## src/rtl/lsw_pkg.sv

```systemverilog
package lsw_pkg;
  typedef enum logic {
    DIR_FALL = 1'b0,
    DIR_RISE = 1'b1
  } sweep_dir_e;
endpackage

```

## src/rtl/lsw_rate_timer.sv

```systemverilog
module lsw_rate_timer #(
  parameter int RATE_W = 8
) (
  input  logic              clk,
  input  logic              rst,
  input  logic              hold,
  input  logic              restart,
  input  logic [RATE_W-1:0] load_val,
  output logic              tick
);
  logic [RATE_W-1:0] cnt;

  // a step fires only when the count has run out and nothing reloads it
  always_comb tick = !hold && !restart && (cnt == '0);

  always_ff @(posedge clk) begin
    if (rst) begin
      cnt <= '0;
    end else if (hold || restart || tick) begin
      cnt <= load_val;
    end else begin
      cnt <= cnt - 1'b1;
    end
  end
endmodule

```

## src/rtl/lsw_sweep_acc.sv

```systemverilog
module lsw_sweep_acc #(
  parameter int FTW_W = 32
) (
  input  logic             clk,
  input  logic             rst,
  input  logic             hold,
  input  logic             clear,
  input  logic             edge_i,
  input  logic             rising,
  input  logic             no_dwell,
  input  logic             tick,
  input  logic [FTW_W-1:0] start_word,
  input  logic [FTW_W-1:0] end_word,
  input  logic [FTW_W-1:0] rise_step,
  input  logic [FTW_W-1:0] fall_step,
  output logic [FTW_W-1:0] ftw_o
);
  localparam int SUM_W = FTW_W + 1;

  logic [FTW_W-1:0] acc, acc_d, span;
  logic [SUM_W-1:0] rise_sum;
  logic             done, done_d;

  always_comb begin
    span     = end_word - start_word;
    rise_sum = {1'b0, acc} + {1'b0, rise_step};
    acc_d    = acc;
    done_d   = done;
    if (hold || clear) begin
      acc_d  = '0;
      done_d = 1'b0;
    end else if (edge_i) begin
      done_d = 1'b0;
    end else if (rising && no_dwell && (acc >= span) && !done) begin
      acc_d  = '0;
      done_d = 1'b1;
    end else if (tick) begin
      if (rising) begin
        if (!done) begin
          acc_d = (rise_sum >= {1'b0, span}) ? span : rise_sum[FTW_W-1:0];
        end
      end else begin
        acc_d = (acc > fall_step) ? (acc - fall_step) : '0;
      end
    end
  end

  always_ff @(posedge clk) begin
    if (rst) begin
      acc   <= '0;
      done  <= 1'b0;
      ftw_o <= '0;
    end else begin
      acc   <= acc_d;
      done  <= done_d;
      ftw_o <= start_word + acc_d;
    end
  end
endmodule

```

## src/rtl/lsw_phase_acc.sv

```systemverilog
module lsw_phase_acc #(
  parameter int FTW_W   = 32,
  parameter int PHASE_W = 32
) (
  input  logic               clk,
  input  logic               rst,
  input  logic               hold,
  input  logic               clear,
  input  logic [FTW_W-1:0]   ftw,
  output logic [PHASE_W-1:0] phase_o
);
  logic [PHASE_W-1:0] inc;

  generate
    if (PHASE_W >= FTW_W) begin : g_ext
      assign inc = {{(PHASE_W-FTW_W){1'b0}}, ftw};
    end else begin : g_trunc
      assign inc = ftw[FTW_W-1 -: PHASE_W];
    end
  endgenerate

  always_ff @(posedge clk) begin
    if (rst || hold || clear) begin
      phase_o <= '0;
    end else begin
      phase_o <= phase_o + inc;
    end
  end
endmodule

```

## src/rtl/lsw_sweep_ctrl.sv

```systemverilog
module lsw_sweep_ctrl
  import lsw_pkg::*;
#(
  parameter int FTW_W   = 32,
  parameter int PHASE_W = 32,
  parameter int RATE_W  = 8
) (
  input  logic               clk,
  input  logic               rst,
  input  logic               profile,
  input  logic               update,
  input  logic               no_dwell,
  input  logic               sweep_hold,
  input  logic               sweep_autoclr,
  input  logic               phase_hold,
  input  logic               phase_autoclr,
  input  logic [FTW_W-1:0]   start_word,
  input  logic [FTW_W-1:0]   end_word,
  input  logic [FTW_W-1:0]   rise_step,
  input  logic [FTW_W-1:0]   fall_step,
  input  logic [RATE_W-1:0]  rise_interval,
  input  logic [RATE_W-1:0]  fall_interval,
  output logic [FTW_W-1:0]   ftw_word,
  output logic [PHASE_W-1:0] phase_word
);
  sweep_dir_e        dir_q;
  logic              prof_edge, clr_evt, tick, restart;
  logic [RATE_W-1:0] iv_sel;

  always_ff @(posedge clk) begin
    if (rst) dir_q <= DIR_FALL;
    else     dir_q <= profile ? DIR_RISE : DIR_FALL;
  end

  always_comb begin
    prof_edge = (dir_q == DIR_RISE) != profile;
    clr_evt   = update || prof_edge;
    restart   = prof_edge || (update && sweep_autoclr);
    iv_sel    = profile ? rise_interval : fall_interval;
  end

  lsw_rate_timer #(.RATE_W(RATE_W)) u_timer (
    .clk      (clk),
    .rst      (rst),
    .hold     (sweep_hold),
    .restart  (restart),
    .load_val (iv_sel),
    .tick     (tick)
  );

  lsw_sweep_acc #(.FTW_W(FTW_W)) u_sweep (
    .clk        (clk),
    .rst        (rst),
    .hold       (sweep_hold),
    .clear      (clr_evt && sweep_autoclr),
    .edge_i     (prof_edge),
    .rising     (dir_q == DIR_RISE),
    .no_dwell   (no_dwell),
    .tick       (tick),
    .start_word (start_word),
    .end_word   (end_word),
    .rise_step  (rise_step),
    .fall_step  (fall_step),
    .ftw_o      (ftw_word)
  );

  lsw_phase_acc #(.FTW_W(FTW_W), .PHASE_W(PHASE_W)) u_phase (
    .clk     (clk),
    .rst     (rst),
    .hold    (phase_hold),
    .clear   (clr_evt && phase_autoclr),
    .ftw     (ftw_word),
    .phase_o (phase_word)
  );
endmodule

```

## config.mk

```make
export PLATFORM = sky130hd
export DESIGN_NAME = lsw_sweep_ctrl
export DESIGN_NICKNAME = d
export VERILOG_FILES = /design/src/rtl/lsw_pkg.sv /design/src/rtl/lsw_rate_timer.sv /design/src/rtl/lsw_sweep_acc.sv /design/src/rtl/lsw_phase_acc.sv /design/src/rtl/lsw_sweep_ctrl.sv
export SDC_FILE = /design/constraint.sdc
export NUM_CORES = 1
export LEC_CHECK = 0
export ABC_AREA = 0
export BUFFER_PORTS_ARGS = -buffer_cell sky130_fd_sc_hd__buf_2
export CORE_ASPECT_RATIO = 0.8
export CORE_UTILIZATION = 25
export DETAILED_ROUTE_END_ITERATION = 8
export SLEW_MARGIN = 40
export SYNTH_ARGS = -nofsm -noshare
export SYNTH_HDL_FRONTEND = slang
export SYNTH_SLANG_ARGS = --single-unit
```

## constraint.sdc

```tcl
create_clock -name clk -period 17.7 [get_ports clk]
set_input_delay 1.77 -clock clk [delete_from_list [all_inputs] [get_ports clk]]
set_output_delay 1.77 -clock clk [all_outputs]
set_load 0.05 [all_outputs]
```

==> impl_metrics.csv, run 1 <==
group,metric,value,unit
status,outcome,"finished clean",
routing,vias,15400,
worst_setup_path,reg2reg_depth,38,
timing,finalClockSkew,0.0150,ns
clock_tree,htreeDepth,3,
timing,drv_slew,0,
timing,layout_setup_ws,6.86,ns
layout,fin_nets,2490,
worst_setup_path,cpPeakStageDelay,0.74,ns
die,num_rows,78,
placement,io_buffers,216,
synthesis,synth_seq_cells,106,
global_routing,overflow,0,
power,p_total,847,uW
clock_tree,tritoncts,"done",
synthesis,async_flop_share,0,%
synthesis,synth-main-ff-cell,"dfxtp_1",
placement,dp_slack,6.55,ns
power,power_per_cell_area,50.6,mW/mm2
global_routing,groute.usage.overall,17.9,%
timing,hold_viol_final,0,
worst_setup_path,r2r_setup_slack,8.24,ns
routing,wl,54200,um
worst_hold_path,holdCritStartpoint,"u_timer.cnt[6]$_SDFF_PP0_",
placement,gp_congestion,0.920,
global_routing,antenna_found_initial,2,
routing,ant_nets,0,
routing,drt_iter0_markers,1445,
synthesis,synth_nets,2312,
routing,first_pass_iters,5,
timing,max_freq,92.2,MHz
layout,layout_common_cells,"ha_1 (218), buf_2 (216), a21oi_1 (193)",
clock_tree,cts-buffers-inserted,9,
die,boundaryPins,217,
synthesis,synth_cells,1936,
timing,min_period,10.84,ns
global_routing,first_global_vias,14100,
timing,setup_violations,0,
synthesis,netlist_area,0.0145,mm2
synthesis,synth-seq-area-share,14.6,%
timing,finalSetupTns,0,ns
timing,period_share,61.3,%
die,coreArea,0.0571,mm2
clock_tree,cts.sinks,106,
routing,viasPerCell,5.34,
worst_setup_path,start_kind,"input pin",
clock_tree,cts_hold_buffers,0,
synthesis,syn_area_per_cell,7.51,um2
clock_tree,ctsResizeCount,0,
synthesis,ys_warn_count,0,
job,cap_violations,0,
clock_tree,cts_root_buf,"clkbuf_16",
power,p_leak,0.00820,uW
timing,slew_headroom,43.1,%
global_routing,grt_pass1_wl,82100,um
clock_tree,cts_setup_buffers,0,
worst_setup_path,r2r-start,"u_sweep.acc[0]$_SDFF_PP0_",
worst_hold_path,hold-path-endpoint,"u_timer.cnt[6]$_SDFF_PP0_",
layout,drive_gt1_share,13.6,%
routing,route.met2.wl,23900,um
worst_setup_path,r2r_end,"u_sweep.ftw_o[30]$_SDFF_PP0_",
global_routing,grt_max_degree,38,
layout,layout_commonest_cell,"ha_1",
worst_hold_path,hold_depth,2,
timing,rsz0062_at_grt,"no",
clock_tree,cts_max_path_buffers,2,
placement,place_area,0.0164,mm2
layout,area_growth,15.1,%
clock_tree,clkTransAtPathRegs,0.08,ns
worst_setup_path,path_class,"input pin to flip-flop",
worst_setup_path,cpMaxStageDelayCell,"a2111oi_1",
worst_setup_path,critPathMaxFanout,14,
routing,met1Wirelength,24900,um
power,peakVddDrop,0.0499,mV
routing,drcViolationCount,0,
routing,dr_wl_met3,4450,um
clock_tree,clkLatencyLatePin,0.39,ns
layout,design_area,0.0167,mm2
die,fp.dieArea,0.0592,mm2
die,chipWidth,272,um
synthesis,yosysUniqueCellTypes,93,
die,start_util,25.5,%
synthesis,synth-edff-count,0,
routing,post_drt_wl_per_cell,18.8,um
die,die_h,218,um
worst_hold_path,hold_path.class,"flip-flop to flip-flop",
timing,max_slew.worst_pin.slew,0.853,ns
worst_setup_path,cp.arrival,11.11,ns
placement,place_hpwl,44700,um
routing,top_layer,"met5",
worst_setup_path,worstPathRequired,17.97,ns
worst_setup_path,end_kind,"flip-flop",
-- critical path, delay by kind of cell --
| kind | cells | cell delay [ns] |
|---|---|---|
| compound gates | 23 | 6.25 |
| simple gates | 5 | 1.22 |
| fa+ha+maj | 3 | 0.89 |
| xor+xnor | 2 | 0.45 |
| mux | 1 | 0.29 |
| buf+inv | 2 | 0.23 |
-- report_power, final --
part / leakage, uW / internal, uW / total [uW] / switching (uW)
Sequential: 0.000867 / 247 / 255 / 7.55
Combinational: 0.00719 / 138 / 375 / 237
Clock: 0.000149 / 101 / 217 / 116
-- sequential cells by signal, summed over array words and instances (netlist names) --
register,count
u_sweep.done,1
u_timer.cnt,8
u_sweep.acc,32
dir_q,1
u_sweep.ftw_o,32
u_phase.phase_o,32
-- layout make-up --
cell class              instances  area (um2)
clock inverters                 7        76.3
inverters                     112         420
well taps                     760         951
multi-input cells            1651       11700
repair buffers                234        1220
diodes                          1        2.50
fillers                      6294       40300
flip-flops and latches        106        2120
clock buffers                   9         225
-- synthesized netlist by cell type (5+ instances only) --
library cell / count / area (um2)
nand2_1: 120 / 450
o21ai_1: 5 / 25.0
xnor2_1: 73 / 639
a211o_1: 12 / 105
o211a_1: 12 / 120
o21bai_1: 20 / 150
clkbuf_1: 52 / 195
a31oi_1: 25 / 156
xor2_1: 56 / 490
and3_1: 24 / 150
o21ai_0: 119 / 596
or3_1: 19 / 119
a21oi_1: 193 / 966
nor2_1: 167 / 627
buf_2: 7 / 35.0
fa_1: 5 / 100
nor4_1: 14 / 87.6
nand4_1: 24 / 150
nor3b_1: 6 / 45.0
o21a_1: 27 / 203
ha_1: 218 / 2730
and2_1: 15 / 93.8
inv_1: 112 / 420
o31a_1: 5 / 43.8
mux2i_1: 10 / 100
o31ai_1: 14 / 105
a2111oi_0: 8 / 70.1
nand3b_1: 6 / 45.0
nand3_1: 47 / 235
a211oi_1: 50 / 375
a21boi_0: 11 / 82.6
dfxtp_1: 106 / 2120
nor2b_1: 35 / 219
a21o_1: 91 / 683
a31o_2: 8 / 70.1
or4_1: 8 / 60.1
o211ai_1: 22 / 165
nand2b_1: 27 / 169
nor3_1: 47 / 235
and4_1: 6 / 52.6
or2_2: 7 / 43.8
-- per-layer routing --
metal	global-route usage, %	up-vias
met3	3.55	58
met2	28.6	620
met4	3.35	2
li1	-	7590
met5	0	-
met1	25.0	7116
-- cell families after synthesis --
kind of cell	share of synthesized area (%)
multiplexers	0.920
flip-flops	14.6
AND/OR/NAND/NOR	19.7
AO/OA/AOI/OAI	32.4
XOR/XNOR	8.07
adder cells (fa/ha/maj)	19.5
buffers and inverters	4.86
-- worst max path at each step --
stage | from | endpoint | slack, ns | cells past startpoint
3_5_place_dp | start_word[1] | u_sweep.ftw_o[31]$_SDFF_PP0_ | 6.55 | 36
5_1_grt | start_word[1] | u_sweep.ftw_o[31]$_SDFF_PP0_ | 6.21 | 34
6_report | start_word[1] | u_sweep.ftw_o[31]$_SDFF_PP0_ | 6.86 | 36
2_1_floorplan | rise_step[0] | u_sweep.ftw_o[31]$_SDFF_PP0_ | 8.68 | 36
4_1_cts | start_word[1] | u_sweep.ftw_o[31]$_SDFF_PP0_ | 6.94 | 34
3_3_place_gp | start_word[1] | u_sweep.ftw_o[31]$_SDFF_PP0_ | 6.76 | 34
-- per-stage QoR --
| stage | utilization [%] | instances | hold WS (ns) |
|---|---|---|---|
| 3_3_place_gp | 28.8 | 2863 | 0.565 |
| 3_5_place_dp | 28.8 | 2863 | 0.558 |
| 2_1_floorplan | - | 1936 | 0.529 |
| 5_1_grt | 29.3 | 2880 | 0.606 |
| 6_report | 29.3 | 2880 | 0.571 |
| 4_1_cts | 29.3 | 2879 | 0.573 |
Note: power is estimated with default switching activity, not from simulation.
==> inputs of run 2 (changes only) <==
clock period = 9.7 ns   (was 17.7 ns; I/O delays follow)
==> impl_metrics.csv, run 2 (synthesis results as in run 1) <==
group,metric,value,unit
die,num_rows,78,
placement,place_hpwl,45600,um
layout,fin_cells,2915,
layout,drive_gt1_share,15.3,%
global_routing,groute.usage.overall,18.0,%
global_routing,grt_pass1_wl,82100,um
die,boundaryPins,217,
routing,drt_iter0_markers,1343,
timing,min_period,9.13,ns
layout,layout_common_cells,"ha_1 (218), buf_2 (216), a21oi_1 (192)",
clock_tree,cts_root_buf,"clkbuf_16",
die,chipWidth,272,um
layout,num_antenna_cells,0,
layout,largestRegisters,"u_phase.phase_o (32), u_sweep.acc (32), u_sweep.ftw_o (32)",
clock_tree,htreeDepth,3,
timing,rsz0062_at_grt,"no",
timing,finalClockSkew,0.0267,ns
layout,layout_commonest_cell,"ha_1",
worst_hold_path,hold_path.class,"flip-flop to flip-flop",
die,fp.dieArea,0.0592,mm2
timing,max_freq,109,MHz
clock_tree,clkLatencyLatePin,0.40,ns
clock_tree,tritoncts,"done",
timing,max_slew.worst_pin.slew,0.860,ns
clock_tree,cts-buffers-inserted,9,
routing,viasPerCell,5.30,
die,die_h,218,um
worst_setup_path,worstPathRequired,9.97,ns
worst_setup_path,critPathMaxFanout,6,
job,cap_violations,0,
routing,drcViolationCount,0,
global_routing,first_global_vias,14000,
global_routing,overflow,0,
die,start_util,25.5,%
placement,io_buffers,216,
routing,wl,54900,um
placement,place_inst,2897,
timing,slew_headroom,42.4,%
timing,hold_viol_final,0,
worst_setup_path,end_kind,"flip-flop",
clock_tree,cts.sinks,106,
clock_tree,clkTransAtPathRegs,0.08,ns
worst_setup_path,cp.arrival,9.40,ns
routing,first_pass_iters,6,
timing,period_share,94.2,%
die,coreArea,0.0571,mm2
worst_hold_path,holdCritStartpoint,"u_timer.cnt[6]$_SDFF_PP0_",
layout,fin_nets,2526,
timing,drv_slew,0,
power,power_per_cell_area,92.3,mW/mm2
worst_setup_path,start_kind,"input pin",
worst_setup_path,critPathMostFrequentCell,"a211oi_1",
status,outcome,"finished clean",
layout,design_area,0.0171,mm2
layout,utilization,29.9,%
routing,post_drt_wl_per_cell,18.8,um
worst_setup_path,cpMaxStageDelayCell,"a211oi_1",
routing,vias,15400,
clock_tree,cts_max_path_buffers,2,
worst_setup_path,r2r-start,"u_sweep.acc[0]$_SDFF_PP0_",
worst_setup_path,cp-startpoint,"start_word[8]",
routing,ant_nets,0,
power,p_leak,0.00838,uW
layout,area_growth,17.2,%
timing,hold_slack,0.573,ns
placement,gp_congestion,0.956,
power,peakVddDrop,0.0921,mV
timing,setup_violations,0,
worst_setup_path,path_class,"input pin to flip-flop",
global_routing,grt_max_degree,35,
timing,finalSetupTns,0,ns
worst_setup_path,cpPeakStageDelay,0.49,ns
placement,place_area,0.0167,mm2
global_routing,antenna_found_initial,0,
## run 2: path summary, 6_finish.rpt
| kind | to | slack (ns) | depth (start not counted) |
|---|---|---|---|
| worst min-delay path | u_timer.cnt[6]$_SDFF_PP0_ | 0.57 | 2 |
| worst max register to register | u_sweep.ftw_o[31]$_SDFF_PP0_ | 0.90 | 36 |
| worst max-delay path | u_sweep.ftw_o[31]$_SDFF_PP0_ | 0.57 | 35 |
| worst min register to register | u_timer.cnt[6]$_SDFF_PP0_ | 0.57 | 2 |
## run 2: final cells by class
class	instances	area, um2
timing repair buffer	270	1490
fill	6299	40000
tap	760	951
clock buffer	9	225
clock inverter	7	83.8
sequential	106	2120
inverter	112	420
multi-input combinational	1651	11800
## run 2: critical path, delay by kind of cell
kind / cells / cell delay, ns
AND/OR/NAND/NOR: 6 / 1.30
adder cells (fa/ha/maj): 3 / 0.99
multiplexers: 1 / 0.29
XOR/XNOR: 1 / 0.11
AO/OA/AOI/OAI: 20 / 5.25
buffers and inverters: 4 / 0.53
## run 2: stage by stage
step                      total power [uW]  setup WS (ns)
after CTS                             1570          0.586
after global placement                1160          0.326
final                                 1570          0.567
after global routing                  1680        0.00363
after floorplan                        956           1.48
after detailed placement              1170          0.203
## run 2: power by group
part,leakage [uW],internal (uW),switching (uW),total (uW)
Clock,0.000149,185,209,394
Combinational,0.00736,272,443,715
Sequential,0.000867,452,13.3,465
Total,0.00838,908,665,1570
## run 2: per-layer routing
layer | vias to the layer above | routed length, um | global-route usage [%]
met3 | 58 | 4020 | 3.40
met2 | 602 | 24300 | 28.9
met1 | 7127 | 25700 | 25.0
met4 | 0 | 832 | 3.43
met5 | - | 0 | 0
li1 | 7651 | - | -
## run 2: repair_timing
| item | CTS | global route |
|---|---|---|
| buffers inserted | 0 | 2 |
| gates resized for setup | 0 | 6 |
| endpoints found under the setup margin | 0 | 3 |
| hold buffers | 0 | 0 |
